`src/rtl/bitx_pkg.sv`:
```
package bitx_pkg;

    localparam int CNT_W = 4;

    typedef enum logic [3:0] {
        OP_LDB  = 4'd0,
        OP_STB  = 4'd1,
        OP_SETB = 4'd2,
        OP_CLRB = 4'd3,
        OP_BRC  = 4'd4,
        OP_BRS  = 4'd5,
        OP_TSB  = 4'd6,
        OP_WTS  = 4'd7,
        OP_WTC  = 4'd8
    } bop_e;

    typedef enum logic [1:0] {
        AM_DIR = 2'd0,
        AM_ABS = 2'd1,
        AM_IO  = 2'd2,
        AM_RSV = 2'd3
    } amode_e;

    typedef enum logic [2:0] {
        ST_IDLE = 3'd0,
        ST_RD   = 3'd1,
        ST_EV   = 3'd2,
        ST_HOLD = 3'd3,
        ST_DONE = 3'd4
    } st_e;

    // cycle budgets per form
    localparam logic [CNT_W-1:0] CYC_LD_MEM    = CNT_W'(5);
    localparam logic [CNT_W-1:0] CYC_LD_IO     = CNT_W'(4);
    localparam logic [CNT_W-1:0] CYC_ST_MEM    = CNT_W'(7);
    localparam logic [CNT_W-1:0] CYC_ST_IO     = CNT_W'(6);
    localparam logic [CNT_W-1:0] CYC_RMW       = CNT_W'(7);
    localparam logic [CNT_W-1:0] CYC_BR_NT     = CNT_W'(7);
    localparam logic [CNT_W-1:0] CYC_BRC_IO_NT = CNT_W'(6);
    localparam logic [CNT_W-1:0] CYC_TS_NT     = CNT_W'(9);
    localparam logic [CNT_W-1:0] CYC_TAKEN_ADD = CNT_W'(1);

    localparam logic [2:0] LEN_SHORT = 3'd3;
    localparam logic [2:0] LEN_LONG  = 3'd4;

    typedef struct packed {
        logic             rmw;
        logic             branch;
        logic             poll;
        logic [2:0]       len;
        logic [CNT_W-1:0] cyc_nt;
        logic [CNT_W-1:0] cyc_tk;
    } dec_t;

endpackage

```
`src/rtl/bitx_decode.sv`:
```
module bitx_decode
    import bitx_pkg::*;
(
    input  logic [3:0] op_i,
    input  logic [1:0] mode_i,
    output logic       legal_o,
    output dec_t       dec_o
);

    logic is_io;
    logic is_abs;
    logic is_rsv;
    logic [2:0] base_len;

    always_comb begin
        is_io    = (mode_i == AM_IO);
        is_abs   = (mode_i == AM_ABS);
        is_rsv   = (mode_i == AM_RSV);
        base_len = is_abs ? LEN_LONG : LEN_SHORT;

        legal_o  = 1'b0;
        dec_o    = '0;
        dec_o.len = base_len;

        case (op_i)
            OP_LDB: begin
                legal_o      = !is_rsv;
                dec_o.cyc_nt = is_io ? CYC_LD_IO : CYC_LD_MEM;
            end
            OP_STB: begin
                legal_o      = !is_rsv;
                dec_o.rmw    = 1'b1;
                dec_o.cyc_nt = is_io ? CYC_ST_IO : CYC_ST_MEM;
            end
            OP_SETB, OP_CLRB: begin
                legal_o      = !is_rsv;
                dec_o.rmw    = 1'b1;
                dec_o.cyc_nt = CYC_RMW;
            end
            OP_BRC: begin
                legal_o      = !is_rsv;
                dec_o.branch = 1'b1;
                dec_o.len    = base_len + 3'd1;
                dec_o.cyc_nt = is_io ? CYC_BRC_IO_NT : CYC_BR_NT;
            end
            OP_BRS: begin
                legal_o      = !is_rsv;
                dec_o.branch = 1'b1;
                dec_o.len    = base_len + 3'd1;
                dec_o.cyc_nt = CYC_BR_NT;
            end
            OP_TSB: begin
                legal_o      = is_abs;
                dec_o.rmw    = 1'b1;
                dec_o.branch = 1'b1;
                dec_o.len    = base_len + 3'd1;
                dec_o.cyc_nt = CYC_TS_NT;
            end
            OP_WTS, OP_WTC: begin
                legal_o    = is_io;
                dec_o.poll = 1'b1;
            end
            default: legal_o = 1'b0;
        endcase

        dec_o.cyc_tk = dec_o.cyc_nt + CYC_TAKEN_ADD;
    end

endmodule

```
`src/rtl/bitx_bitalu.sv`:
```
module bitx_bitalu
    import bitx_pkg::*;
#(
    parameter int AW = 16,
    parameter int DW = 8,
    parameter int RW = 8,
    localparam int BW = $clog2(DW)
) (
    input  bop_e          op_i,
    input  logic [BW-1:0] bidx_i,
    input  logic [DW-1:0] rdata_i,
    input  logic          acc0_i,
    input  logic [AW-1:0] pc_i,
    input  logic [RW-1:0] rel_i,
    input  logic [2:0]    len_i,
    input  logic          taken_i,
    output logic          bitv_o,
    output logic          cond_o,
    output logic [DW-1:0] wdata_o,
    output logic [AW-1:0] npc_o
);

    logic [DW-1:0] mask;
    logic [AW-1:0] rel_sx;
    logic [AW-1:0] seq_pc;

    always_comb begin
        mask   = DW'(1) << bidx_i;
        bitv_o = rdata_i[bidx_i];

        case (op_i)
            OP_BRC, OP_WTC: cond_o = !bitv_o;
            default:        cond_o = bitv_o;
        endcase

        case (op_i)
            OP_STB:         wdata_o = acc0_i ? (rdata_i | mask) : (rdata_i & ~mask);
            OP_SETB, OP_TSB: wdata_o = rdata_i | mask;
            OP_CLRB:        wdata_o = rdata_i & ~mask;
            default:        wdata_o = rdata_i;
        endcase

        rel_sx = {{(AW-RW){rel_i[RW-1]}}, rel_i};
        seq_pc = pc_i + AW'(len_i);
        npc_o  = taken_i ? (seq_pc + rel_sx) : seq_pc;
    end

endmodule

```
`src/rtl/bitop_exec.sv`:
```
module bitop_exec
    import bitx_pkg::*;
#(
    parameter int AW = 16,
    parameter int DW = 8,
    parameter int XW = 16,
    parameter int RW = 8,
    parameter int SW = 8,
    localparam int BW = $clog2(DW)
) (
    input  logic          clk,
    input  logic          rst_n,
    input  logic          start_i,
    input  logic [3:0]    op_i,
    input  logic [1:0]    mode_i,
    input  logic [BW-1:0] bit_i,
    input  logic [AW-1:0] addr_i,
    input  logic [RW-1:0] rel_i,
    input  logic [AW-1:0] pc_i,
    input  logic [XW-1:0] acc_i,
    input  logic          n_i,
    input  logic          z_i,
    output logic          mem_rd_o,
    output logic          mem_wr_o,
    output logic [1:0]    mem_space_o,
    output logic [AW-1:0] mem_addr_o,
    output logic [DW-1:0] mem_wdata_o,
    input  logic [DW-1:0] mem_rdata_i,
    output logic          busy_o,
    output logic          done_o,
    output logic [XW-1:0] acc_o,
    output logic          n_o,
    output logic          z_o,
    output logic          taken_o,
    output logic [AW-1:0] npc_o
);

    typedef struct packed {
        st_e              st;
        logic [CNT_W-1:0] cnt;
        logic [CNT_W-1:0] limit;
        dec_t             dec;
        bop_e             op;
        amode_e           mode;
        logic [BW-1:0]    bidx;
        logic [AW-1:0]    addr;
        logic [AW-1:0]    pc;
        logic [RW-1:0]    rel;
        logic [XW-1:0]    acc;
        logic             n;
        logic             z;
        logic             taken;
        logic [AW-1:0]    npc;
    } state_t;

    state_t s_d, s_q;

    logic          legal_in;
    dec_t          dec_in;
    logic          bitv;
    logic          cond;
    logic          taken_now;
    logic [DW-1:0] wdata;
    logic [AW-1:0] npc_calc;

    bitx_decode u_dec (
        .op_i    (op_i),
        .mode_i  (mode_i),
        .legal_o (legal_in),
        .dec_o   (dec_in)
    );

    assign taken_now = s_q.dec.branch && cond;

    bitx_bitalu #(.AW(AW), .DW(DW), .RW(RW)) u_alu (
        .op_i    (s_q.op),
        .bidx_i  (s_q.bidx),
        .rdata_i (mem_rdata_i),
        .acc0_i  (s_q.acc[0]),
        .pc_i    (s_q.pc),
        .rel_i   (s_q.rel),
        .len_i   (s_q.dec.len),
        .taken_i (taken_now),
        .bitv_o  (bitv),
        .cond_o  (cond),
        .wdata_o (wdata),
        .npc_o   (npc_calc)
    );

    always_comb begin
        s_d = s_q;
        unique case (s_q.st)
            ST_IDLE: begin
                if (start_i && legal_in) begin
                    s_d.st    = ST_RD;
                    s_d.cnt   = CNT_W'(1);
                    s_d.limit = '0;
                    s_d.dec   = dec_in;
                    s_d.op    = bop_e'(op_i);
                    s_d.mode  = amode_e'(mode_i);
                    s_d.bidx  = bit_i;
                    s_d.addr  = addr_i;
                    s_d.pc    = pc_i;
                    s_d.rel   = rel_i;
                    s_d.acc   = acc_i;
                    s_d.n     = n_i;
                    s_d.z     = z_i;
                    s_d.taken = 1'b0;
                end
            end
            ST_RD: begin
                s_d.st  = ST_EV;
                s_d.cnt = s_q.cnt + CNT_W'(1);
            end
            ST_EV: begin
                s_d.npc = npc_calc;
                if (s_q.dec.poll) begin
                    if (cond) begin
                        s_d.st = ST_DONE;
                    end
                end else begin
                    s_d.st    = ST_HOLD;
                    s_d.cnt   = s_q.cnt + CNT_W'(1);
                    s_d.taken = taken_now;
                    s_d.limit = taken_now ? s_q.dec.cyc_tk : s_q.dec.cyc_nt;
                    case (s_q.op)
                        OP_LDB: begin
                            s_d.acc[DW-1:0] = {{(DW-1){1'b0}}, bitv};
                            s_d.n           = 1'b0;
                            s_d.z           = !bitv;
                        end
                        OP_STB: begin
                            s_d.n = 1'b0;
                            s_d.z = !s_q.acc[0];
                        end
                        OP_BRC, OP_BRS, OP_TSB: begin
                            s_d.z = !bitv;
                        end
                        default: ;
                    endcase
                end
            end
            ST_HOLD: begin
                s_d.cnt = s_q.cnt + CNT_W'(1);
                if (s_q.cnt == s_q.limit - CNT_W'(1)) begin
                    s_d.st = ST_DONE;
                end
            end
            ST_DONE: begin
                s_d.st = ST_IDLE;
            end
            default: s_d.st = ST_IDLE;
        endcase
    end

    always_ff @(posedge clk or negedge rst_n) begin
        if (!rst_n) begin
            s_q <= '0;
        end else begin
            s_q <= s_d;
        end
    end

    assign mem_rd_o    = (s_q.st == ST_RD) ||
                         ((s_q.st == ST_EV) && s_q.dec.poll && !cond);
    assign mem_wr_o    = (s_q.st == ST_EV) && s_q.dec.rmw;
    assign mem_space_o = s_q.mode;
    assign mem_addr_o  = (s_q.mode == AM_ABS) ? s_q.addr
                                              : {{(AW-SW){1'b0}}, s_q.addr[SW-1:0]};
    assign mem_wdata_o = wdata;
    assign busy_o      = (s_q.st != ST_IDLE);
    assign done_o      = (s_q.st == ST_DONE);
    assign acc_o       = s_q.acc;
    assign n_o         = s_q.n;
    assign z_o         = s_q.z;
    assign taken_o     = s_q.taken;
    assign npc_o       = s_q.npc;

endmodule

```
`config.mk`:
```
export PLATFORM = sky130hd
export DESIGN_NAME = bitop_exec
export DESIGN_NICKNAME = d
export VERILOG_FILES = /design/src/rtl/bitx_pkg.sv /design/src/rtl/bitx_decode.sv /design/src/rtl/bitx_bitalu.sv /design/src/rtl/bitop_exec.sv
export SDC_FILE = /design/constraint.sdc
export NUM_CORES = 1
export LEC_CHECK = 0
export BUFFER_PORTS_ARGS = -buffer_cell sky130_fd_sc_hd__buf_2
export CORE_UTILIZATION = 50
export CTS_CLUSTER_DIAMETER = 200
export CTS_CLUSTER_SIZE = 14
export DETAILED_ROUTE_END_ITERATION = 10
export GPL_TIMING_DRIVEN = 0
export PLACE_DENSITY = 0.77
export SLEW_MARGIN = 20
export SYNTH_ARGS = -nofsm -noshare
export SYNTH_HDL_FRONTEND = slang
export SYNTH_SLANG_ARGS = --single-unit
```
`constraint.sdc`:
```
create_clock -name clk -period 7.25 [get_ports clk]
set_input_delay 0.3625 -clock clk [delete_from_list [all_inputs] [get_ports clk]]
set_output_delay 0.3625 -clock clk [all_outputs]
set_load 0.02 [all_outputs]
```
# Yosys cells after proc, flatten, opt, wreduce, memory -nomap -nowiden
# Cells that the tools add are included.
dict set report op_classes {
  muxes 30
  shifts 1
  n_bitwise 3
  n_reduce_logical 34
  n_addsub 6
  magnitude_cmp 1
  eq_ne 31
}
# op count
set op_table {}
lappend op_table {{93-bit two-way mux} 1}
lappend op_table {{16-bit two-way mux} 2}
lappend op_table {{4-bit by 3-bit == test with 1-bit output (second input constant)} 7}
lappend op_table {{8-bit two-way mux} 3}
lappend op_table {{8-bit one-hot mux with 3 select lines} 1}
lappend op_table {{11-bit one-hot mux with 2 select lines} 1}
lappend op_table {{16-bit adder} 1}
lappend op_table {{16-bit by 3-bit adder with 16-bit output} 1}
lappend op_table {{4-bit by 2-bit == test with 1-bit output (second input constant)} 4}
lappend op_table {{4-bit one-hot mux with 4 select lines} 1}
lappend op_table {{3-bit two-way mux} 5}
lappend op_table {{3-bit one-hot mux with 4 select lines} 1}
lappend op_table {{4-bit one-hot mux with 3 select lines} 1}
lappend op_table {{4-bit AND reduction} 3}
lappend op_table {{2-bit OR reduction} 6}
lappend op_table {{11-bit two-way mux} 1}
lappend op_table {{3-bit AND reduction} 3}
lappend op_table {{4-bit by 1-bit adder with 4-bit output (second input constant)} 2}
lappend op_table {{8-bit bitwise AND} 1}
lappend op_table {{4-bit by 1-bit == test with 1-bit output (second input constant)} 2}
lappend op_table {{4-bit == test (second input constant)} 2}
lappend op_table {{4-bit logical NOT} 2}
lappend op_table {{1-bit two-way mux} 8}
lappend op_table {{2-bit != test (second input constant)} 4}
lappend op_table {{other kinds (30)} 43}
dict set report word_totals {
  reg_bits 109
  wordCells 127
  output_inout_bits 65
}

# Logic depth before layout (Yosys ltp)
# Gate-level depths: netlist (run 1).
dict set report depth {
  depth_word 8
  mapped_depth 14
}

# Cells and area by module
# From an unflattened synthesis (run 1), not the netlist that was laid out.
dict set report hier_totals {
  cells_unflattened 613
  hier_area_um2 6653.9
}
# module seq_area_each_um2 area_each_um2 cells_each instances
set modules_own_cells {}
lappend modules_own_cells {bitop_exec 2727.6 4882.2 380 1}
lappend modules_own_cells {bitx_bitalu 0.0 1524.0 199 1}
lappend modules_own_cells {bitx_decode 0.0 247.7 34 1}

# Least setup slack after synthesis (run 1)
# Ideal clock, no wire load.
dict set report synth_timing {
  path_type {reg-to-reg}
  startpoint {reg s_q[43] in the netlist's numbering}
  endpoint {reg s_q (netlist bit npc_o[15])}
  setup_ns 0.132
  path_slack_ns 4.086
  t_arrival_ns 3.032
  synth_period_minus_slack_ns 3.164
  stages_incl_launch_ff 15
  path_cell_list {dfrtp_1 ha_1 fa_1 a21oi_1 nor2_1 and4_1 xor2_1 ha_1 clkbuf_1 a211oi_1 o21bai_1 a211oi_1 o2111ai_2 xnor2_1 o21ai_1}
}
dict set report synth_between {
  elab_chain_cells 3
}
# item line_no
set synth_lines {}
lappend synth_lines {{from (decl)} bitop_exec.sv:56} ;# state_t s_d, s_q;
lappend synth_lines {{from (signal assigned)} bitop_exec.sv:158} ;# s_q <= '0;
lappend synth_lines {{from (signal assigned)} bitop_exec.sv:160} ;# s_q <= s_d;
lappend synth_lines {{16-bit by 3-bit adder with 16-bit output *} bitx_bitalu.sv:44} ;# seq_pc = pc_i + AW'(len_i);
lappend synth_lines {{16-bit adder} bitx_bitalu.sv:45} ;# npc_o = taken_i ? (seq_pc + rel_sx) : seq_pc;
lappend synth_lines {{16-bit two-way mux *} bitx_bitalu.sv:45}
# Every way passes the cells marked *; elsewhere a longest branch is shown, timed or not.
# A chain may end at the register's enable or synchronous reset.

# Worst setup path after layout (run 1)
dict set report layout_timing {
  startpoint {reg s_q[92] in the netlist's numbering}
  endpoint {reg s_q (netlist bit npc_o[15])}
}
# The elaborated chain is that of the path after synthesis.

==> flow_summary.json, run 1 <==
{
  "status": "complete, no violations",
  "ff2ff_path_depth": 14,
  "rrSetupSlack_ns": 3.33,
  "synth-xor-area-share_pct": 5.16,
  "ys_types": 58,
  "vias": 5598,
  "drv_slew": 0,
  "synth-compound-area-share_pct": 13.8,
  "n_fill_cell": 1158,
  "die_h_um": 116,
  "setup_tns_ns": 0,
  "drive_gt1_share_pct": 23.8,
  "finalCritPeriodShare_pct": 54.1,
  "num_antenna_cells": 0,
  "fin_worst_skew_ns": 0.00774,
  "pwr-share-comb_pct": 55.7,
  "drt-total-wl_um": 15000,
  "routabilityCongestion": 0.904,
  "seq_power_share_pct": 29.5,
  "power-per-cell-area_mw_per_mm2": 481,
  "whs_endpoint": "acc_o[8]",
  "grt_max_degree": 81,
  "min_from": "acc_i[8]",
  "clock.fmax_ghz": 0.255,
  "seq_area_frac_synth_pct": 42.3,
  "die-area_mm2": 0.0134,
  "relSlewSlack_pct": 25.6,
  "cts_tree": "yes",
  "drv_cap": 0,
  "synth_edf_count": 0,
  "track_usage_pct": 23.5,
  "hold_path.class": "input pin to flop",
  "startpoint_type": "flop",
  "wl_per_cell_um": 13.7,
  "r2r_end": "npc_o[15]",
  "synthMuxAreaShare_pct": 2.91,
  "vias_per_cell": 5.09,
  "core_mm2": 0.0126,
  "yosysWarnings": 0,
  "die_width_um": 116,
  "yosys_most_used_dff": "dfrtp_1",
  "area_delta_synth_final_pct": 20.1,
  "rsz0062_at_grt": "no",
  "power_frac_clock_pct": 14.8,
  "netlist_instances": 768,
  "clock_sinks": 109,
  "whs_path_depth": 3,
  "hpwl_um": 11200,
  "cts.htree.levels": 3,
  "num_rows": 41,
  "placed_cells": 1082,
  "crit_fanout": 7,
  "io_pins": 143,
  "finalCriticalPeriod_ns": 3.92,
  "synth_top_family_by_area": "simple AND/OR/NAND/NOR gates",
  "place_area_mm2": 0.00741,
  "multi_input_area_mm2": 0.00320,
  "critical_path_class": "flop to flop",
  "drt_iter0_drc": 286,
  "crit_arrival_ns": 4.15,
  "cts_buffers": 9,
  "final_cells": 1099,
  "timing.hold.ws_ns": 0.191,
  "gr-total-overflow": 0,
  "synth-simple-area-share_pct": 22.1,
  "ir_drop_uv": 222,
  "antenna_found_initial": 0,
  "rr_startpoint": "s_q[92]",
  "p_sw_w": 0.00166,
  "portBuffers": 141,
  "fin_area_mm2": 0.00775,
  "ctsResizeCount": 0,
  "p_leak_nw": 3.96,
  "cts_root_buf": "clkbuf_16",
  "worst_pin_slew_ns": 1.09,
  "syn_area_per_cell_um2": 8.40,
  "drcViolationCount": 0,
  "clk-insertion-delay-late_ns": 0.35,
  "clockBufferDepth": 2,
  "synthAdderAreaFrac_pct": 5.58,
  "p_int_w": 0.00207,
  "clk_pin_slew_ns": 0.08,
  "cp-end-kind": "flop",
  "async_flop_share_pct": 100,
  "grt_pass1_wl_um": 24200,
  "dr.pass1.iters": 5,
  "synth_nets": 872,
  "cts_setup_buffers": 0,
  "worstPathRequired_ns": 7.48,
  "netSwitchingFraction_pct": 44.4,
  "first_global_vias": 4978,
  "seqCellArea_mm2": 0.00273,
  "syn_area_mm2": 0.00645,
  "fin_nets": 1026,
  "finalHoldViolCount": 0,
  "start_util_pct": 51.2,
  "ant_nets": 0,
  "synth_seq_cells": 109,
  "setup_viol": 0
}
## metrics by stage
stage | worst slack (ns) | power (W) | util, %
2_1_floorplan | 4.09 | 0.00265 | -
3_3_place_gp | 3.54 | 0.00312 | 58.4
3_5_place_dp | 3.47 | 0.00317 | 58.7
4_1_cts | 3.39 | 0.00373 | 61.4
5_1_grt | 3.05 | 0.00404 | 61.4
6_report | 3.33 | 0.00373 | 61.4
## cells by family after synthesis
| group | count (synthesis) |
|---|---|
| adders and majority gates | 28 |
| muxes | 16 |
| and+or+nand+nor | 338 |
| AOI/OAI and AO/OA | 148 |
| buffers and inverters | 91 |
| xor gates and xnor gates | 38 |
| DFF | 109 |
## power groups by stage
stage	combinational, W	clock [W]	sequential (W)
6_report	0.00208	0.000551	0.00110
5_1_grt	0.00233	0.000575	0.00114
3_5_place_dp	0.00206	0	0.00111
2_1_floorplan	0.00160	0	0.00106
4_1_cts	0.00208	0.000554	0.00110
3_3_place_gp	0.00202	0	0.00110
## worst max-delay path: stages (launching register included)
cell and delay, ns:
dfrtp_1 0.39, ha_1 0.23, fa_1 0.22, a21oi_1 0.11, nor4b_1 0.52, nand3_1 0.18
xnor2_1 0.29, ha_1 0.28, clkbuf_1 0.19, a21oi_1 0.28, o21ai_0 0.22, a211oi_1 0.29
o2111ai_2 0.17, xnor2_1 0.33, o21ai_1 0.09
## sequential cells by signal (all words and copies together) (netlist names)
name / flops
n_o: 1
z_o: 1
s_q: 72
mem_space_o: 2
taken_o: 1
acc_o: 16
npc_o: 16
## layout by cell type, fill, tap and decap left out, types with 6 or more instances in the layout
master,count
and2_1,11
xor2_1,13
o21ai_0,51
nand3_1,9
nor3_1,9
nand2_1,241
buf_4,42
dfrtp_1,109
a31oi_1,10
nand2b_1,8
buf_2,150
xnor2_1,25
inv_1,14
clkbuf_16,9
nor2_1,31
a21o_1,6
clkbuf_1,23
mux2i_1,12
ha_1,24
a21oi_1,43
a211oi_1,6
## Yosys cell counts, types with 11 or more instances
cell type / count / area (um^2)
buf_4: 42 / 315
nor2_1: 31 / 116
ha_1: 24 / 300
clkbuf_1: 23 / 86.3
inv_1: 14 / 52.6
a21oi_1: 43 / 215
xnor2_1: 25 / 219
dfrtp_1: 109 / 2730
mux2i_1: 12 / 120
xor2_1: 13 / 114
o21ai_0: 51 / 255
nand2_1: 241 / 905
and2_1: 11 / 68.8
## routing by layer
metal	up-vias	track usage, %	wire length [um]
li1	2851	-	-
met5	-	0	0
met3	19	3.71	870
met2	167	36.3	6870
met1	2561	33.8	7010
met4	0	8.21	261
## how the worst max path moves through the flow
stage | slack (ns) | start | cells after the start | endpoint
2_1_floorplan | 4.09 | s_q[43] | 14 | npc_o[15]
3_3_place_gp | 3.54 | s_q[92] | 14 | npc_o[15]
3_5_place_dp | 3.47 | s_q[92] | 14 | npc_o[15]
4_1_cts | 3.39 | s_q[92] | 14 | npc_o[15]
5_1_grt | 3.05 | s_q[92] | 14 | npc_o[15]
6_report | 3.33 | s_q[92] | 14 | npc_o[15]
## layout make-up
cell class / instances / area share, %
plain buffers: 77 / 6.17
clock buffers: 9 / 2.91
clock inverters: 7 / 1.39
inverters: 14 / 0.678
multi-input cells: 568 / 41.2
flip-flops and latches: 109 / 35.2
well taps: 172 / 2.78
repair buffers: 143 / 9.67
## timing repair
action / CTS / global route
hold buffers: 1 / 0
hold endpoints to repair: 29 / 0
endpoints found under the setup margin: 0 / 0
No activity file was read; power rests on OpenSTA's default activity.
==> run 2: changes to the inputs <==
==> constraint.sdc (replaced) <==
create_clock -name clk -period 3.9 [get_ports clk]
set_input_delay 0.195 -clock clk [delete_from_list [all_inputs] [get_ports clk]]
set_output_delay 0.195 -clock clk [all_outputs]
set_load 0.02 [all_outputs]
==> flow_summary.json, run 2 (synthesis gave the netlist of run 1 again) <==
{
  "seqCellArea_mm2": 0.00273,
  "n_fill_cell": 1156,
  "clk-insertion-delay-late_ns": 0.36,
  "portBuffers": 141,
  "finalCriticalPeriod_ns": 3.66,
  "gr-total-overflow": 0,
  "cts.htree.levels": 3,
  "relSlewSlack_pct": 25.8,
  "hold_path.class": "input pin to flop",
  "cp_cell_sequence": "ha_1 -> fa_1 -> a21oi_1 -> nor2_1 -> and4_1 -> xor2_2 -> ha_1 -> clkbuf_1 -> a211oi_1 -> o21bai_1 -> a211oi_1 -> o2111ai_2 -> xnor2_2 -> o21ai_1",
  "dr.pass1.iters": 4,
  "final_common_cell": "nand2_1",
  "fin_area_mm2": 0.00778,
  "drv_cap": 0,
  "placement.setup.worst_slack_ns": 0.116,
  "hpwl_um": 11200,
  "num_rows": 41,
  "routabilityCongestion": 0.904,
  "power_frac_clock_pct": 14.7,
  "drt_iter0_drc": 300,
  "fin_nets": 1026,
  "drive_gt1_share_pct": 24.3,
  "pwr-share-comb_pct": 55.8,
  "clock_sinks": 109,
  "first_global_vias": 4978,
  "setup_viol": 0,
  "netSwitchingFraction_pct": 44.5,
  "fin_worst_skew_ns": 0.00737,
  "grt_pass1_wl_um": 24200,
  "clockBufferDepth": 2,
  "worstPathRequired_ns": 4.13,
  "largest_register_ffs": 72,
  "timing.hold.ws_ns": 0.0219,
  "crit_arrival_ns": 3.89,
  "start_util_pct": 51.2,
  "io_pins": 143,
  "crit_fanout": 8,
  "grt_max_degree": 81,
  "cp_num_buf_inv": 1,
  "p_int_w": 0.00386,
  "worst_pin_slew_ns": 1.08,
  "vias_per_cell": 5.10,
  "finalHoldViolCount": 0,
  "drt-total-wl_um": 15100,
  "drv_slew": 0,
  "ant_nets": 0,
  "ir_drop_uv": 414,
  "num_antenna_cells": 0,
  "drcViolationCount": 0,
  "total_power_w": 0.00696,
  "critical_path_class": "flop to flop",
  "cts_buffers": 9,
  "p_leak_nw": 3.97,
  "startpoint_type": "flop",
  "core_mm2": 0.0126,
  "die-area_mm2": 0.0134,
  "cp-end-kind": "flop",
  "critPathTopFamily": "compound AO/OA/AOI/OAI gates",
  "max_stage_delay_ns": 0.42,
  "seq_power_share_pct": 29.5,
  "fin_ws_ns": 0.240,
  "rsz0062_at_grt": "no",
  "place_area_mm2": 0.00741,
  "wl_per_cell_um": 13.7,
  "clk_pin_slew_ns": 0.08,
  "clock.fmax_ghz": 0.273,
  "final_cell_mix": "241 x nand2_1, 150 x buf_2, 109 x dfrtp_1, 51 x o21ai_0, 43 x a21oi_1",
  "p_sw_w": 0.00309,
  "top_register": "s_q",
  "vias": 5600,
  "setup_tns_ns": 0,
  "track_usage_pct": 23.5,
  "antenna_found_initial": 0,
  "area_delta_synth_final_pct": 20.5,
  "multi_input_area_mm2": 0.00323,
  "die_width_um": 116,
  "cp_slowest_cell": "dfrtp_1",
  "finalCritPeriodShare_pct": 93.8,
  "status": "complete, no violations",
  "die_h_um": 116,
  "cts_tree": "yes",
  "cts_root_buf": "clkbuf_16",
  "power-per-cell-area_mw_per_mm2": 894
}
run 2: cell counts in the layout (fill, tap and decap cells not counted):
Identical to the previous run, type by type.
run 2: final cells by class:
class	count	area share [%]
flip-flops and latches	109	35.1
inverters	14	0.675
multi-input cells	568	41.5
clock inverters	7	1.38
clock buffers	9	2.89
well taps	172	2.77
repair buffers	143	9.63
plain buffers	77	6.14
run 2: worst register-to-register path: stages, from the launching register on:
cell,delay [ns]
dfrtp_1,0.42
ha_1,0.24
fa_1,0.41
a21oi_1,0.27
nor2_1,0.09
and4_1,0.23
xor2_2,0.20
ha_1,0.26
clkbuf_1,0.18
a211oi_1,0.32
o21bai_1,0.14
a211oi_1,0.27
o2111ai_2,0.19
xnor2_2,0.25
o21ai_1,0.08
run 2: final timing paths:
path                           from        end  slack, ns  cells after the start
hold reg to reg             s_q[74]    s_q[74]       0.47                      2
max in group asynchronous     rst_n    s_q[41]       2.93                      3
min in group asynchronous     rst_n   acc_o[6]       0.27                      2
hold / removal             acc_i[8]   acc_o[8]       0.02                      3
setup reg to reg            s_q[92]  npc_o[15]       0.24                     14
setup / recovery            s_q[92]  npc_o[15]       0.24                     14
run 2: timing repair:
item                                    CTS  global route
endpoints found under the hold margin    29             0
buffers inserted                          0             0
endpoints found under the setup margin    0             1
gates resized for setup                   0             4
hold buffers                              1             0
run 2: metrics by stage:
stage | utilization [%] | cells
after floorplan | - | 768
after global routing | 61.7 | 1099
after detailed placement | 58.7 | 1082
after CTS | 61.4 | 1099
final | 61.7 | 1099
after global placement | 58.4 | 1081
run 2: per-layer routing:
metal	share of wire, %	wire length, um	vias to the layer above	global-route usage, %
li1	-	-	2847	-
met1	46	6990	2553	33.8
met2	46	6910	182	36.3
met3	6.2	942	18	3.71
met4	1.7	254	0	8.21
met5	0	0	-	0
run 2: power by group through the flow:
stage / Clock (W) / Sequential, W / Combinational, W
6_report: 0.00102 / 0.00205 / 0.00388
5_1_grt: 0.00107 / 0.00213 / 0.00434
4_1_cts: 0.00103 / 0.00205 / 0.00386
3_5_place_dp: 0 / 0.00206 / 0.00382
3_3_place_gp: 0 / 0.00204 / 0.00375
2_1_floorplan: 0 / 0.00197 / 0.00297
==> run 3: changes to the inputs <==
--- a/config.mk
+++ b/config.mk
@@ -12,6 +12,7 @@
 export DETAILED_ROUTE_END_ITERATION = 10
 export GPL_TIMING_DRIVEN = 0
 export PLACE_DENSITY = 0.77
+export SKIP_LAST_GASP = 1
 export SLEW_MARGIN = 20
 export SYNTH_ARGS = -nofsm -noshare
 export SYNTH_HDL_FRONTEND = slang
==> constraint.sdc (replaced) <==
create_clock -name clk -period 3.9 [get_ports clk]
set_input_delay 0 -clock clk [delete_from_list [all_inputs] [get_ports clk]]
set_output_delay 0 -clock clk [all_outputs]
set_load 0.02 [all_outputs]
==> flow_summary.json, run 3 (synthesis gave the netlist of run 1 again) <==
{
  "status": "complete, no violations",
  "seq_power_share_pct": 29.2,
  "ir_drop_uv": 394,
  "io_pins": 143,
  "cts.htree.levels": 3,
  "placed_cells": 1082,
  "drv_cap": 0,
  "p_sw_w": 0.00313,
  "hpwl_um": 11200,
  "hold_path.class": "input pin to flop",
  "start_util_pct": 51.2,
  "num_antenna_cells": 0,
  "antenna_found_initial": 0,
  "netSwitchingFraction_pct": 44.5,
  "top_register": "s_q",
  "die_width_um": 116,
  "drt-total-wl_um": 16500,
  "final_cells": 1162,
  "grt_pass1_wl_um": 26400,
  "startpoint_type": "flop",
  "routabilityCongestion": 0.904,
  "cp-end-kind": "flop",
  "finalCriticalPeriod_ns": 3.69,
  "critical_path_class": "flop to flop",
  "cts_buffers": 9,
  "fin_area_mm2": 0.00841,
  "first_global_vias": 5475,
  "worstPathRequired_ns": 4.13,
  "relSlewSlack_pct": 23.6,
  "fin_worst_skew_ns": 0.00825,
  "vias_per_cell": 5.09,
  "worst_pin_slew_ns": 1.12,
  "die-area_mm2": 0.0134,
  "pwr-share-comb_pct": 56.3,
  "grt_max_degree": 81,
  "cts_tree": "yes",
  "timing.hold.ws_ns": 0.00317,
  "track_usage_pct": 25.6,
  "rr_startpoint": "s_q[92]",
  "area_delta_synth_final_pct": 30.3,
  "gr-total-overflow": 0,
  "num_rows": 41,
  "die_h_um": 116,
  "clk_pin_slew_ns": 0.08,
  "finalHoldViolCount": 0,
  "place_area_mm2": 0.00741,
  "setup_viol": 0,
  "crit_arrival_ns": 3.92,
  "cp-startpoint": "s_q[92]",
  "cp_cell_sequence": "ha_1 -> fa_1 -> a21oi_1 -> nor2_1 -> and4_1 -> xor2_2 -> ha_1 -> clkbuf_1 -> a211oi_1 -> o21bai_1 -> a211oi_1 -> o2111ai_2 -> xnor2_2 -> o21ai_1",
  "power_frac_clock_pct": 14.5,
  "fin_nets": 1089,
  "dr.pass1.iters": 5,
  "drive_gt1_share_pct": 22.7,
  "wl_per_cell_um": 14.2,
  "total_power_w": 0.00704,
  "crit_fanout": 8,
  "max_stage_delay_ns": 0.42,
  "final_cell_mix": "241 x nand2_1, 150 x buf_2, 109 x dfrtp_1, 64 x dlygate4sd3_1, 51 x o21ai_0",
  "p_leak_nw": 4.23,
  "drcViolationCount": 0,
  "finalCritPeriodShare_pct": 94.6,
  "clk-insertion-delay-late_ns": 0.36,
  "clock_sinks": 109,
  "cp_slowest_cell": "dfrtp_1",
  "clock.fmax_ghz": 0.271,
  "largest_register_ffs": 72,
  "cp_num_buf_inv": 1,
  "drt_iter0_drc": 351,
  "p_int_w": 0.00390,
  "cts_root_buf": "clkbuf_16",
  "vias": 5917,
  "final_common_cell": "nand2_1",
  "power-per-cell-area_mw_per_mm2": 837,
  "min_from": "z_i",
  "cts_setup_buffers": 0,
  "ant_nets": 0,
  "drv_slew": 0,
  "setup_tns_ns": 0,
  "portBuffers": 141,
  "critPathTopFamily": "compound AO/OA/AOI/OAI gates",
  "clockBufferDepth": 2,
  "core_mm2": 0.0126
}
[run 3: changes by cell type in the layout (fill, tap and decap cells not counted), sizes merged]
cell and change:
dlygate4sd3 +63
[run 3: worst min-delay path, cell delays in order]
cell and delay [ns]:
buf_2 0.08, a32o_1 0.11, mux2_2 0.13
[run 3: per-layer routing]
metal,track usage [%],vias up,wire (um)
li1,-,2974,-
met1,35.4,2706,7290
met2,41.2,211,7950
met3,3.40,26,880
met4,9.83,0,350
met5,0,-,0
[run 3: timing repair]
item                       CTS  global route
hold buffers                64             0
hold endpoints to repair   173             0
setup endpoints to repair    0             1
resized for setup            0             4
[run 3: power by group through the flow]
stage | combinational (W) | clock (W) | sequential (W)
global route | 0.00441 | 0.00107 | 0.00213
global placement | 0.00375 | 0 | 0.00204
finish | 0.00396 | 0.00102 | 0.00206
floorplan | 0.00297 | 0 | 0.00197
detailed placement | 0.00382 | 0 | 0.00206
CTS | 0.00391 | 0.00103 | 0.00205
[run 3: final cells by class]
type / count / area (um^2)
timing repair buffer: 206 / 1380
fill: 1044 / 4210
clock buffer: 9 / 225
inverter: 14 / 52.6
buffer: 77 / 478
tap: 172 / 215
clock inverter: 7 / 108
sequential: 109 / 2730
multi-input combinational: 568 / 3230
[run 3: final timing paths]
path / slack [ns] / endpoint / cells after the start
max: 0.21 / npc_o[15] / 14
min: 0.003 / z_o / 3
max reg2reg: 0.21 / npc_o[15] / 14
min reg2reg: 0.47 / s_q[74] / 2
max in group asynchronous: 3.15 / s_q[41] / 3
min in group asynchronous: 0.08 / acc_o[6] / 2
[run 3: stage by stage]
step | setup WS, ns | util, %
floorplan | 0.736 | -
global placement | 0.187 | 58.4
detailed placement | 0.116 | 58.7
CTS | 0.0409 | 66.4
global route | -0.00806 | 66.7
finish | 0.211 | 66.7
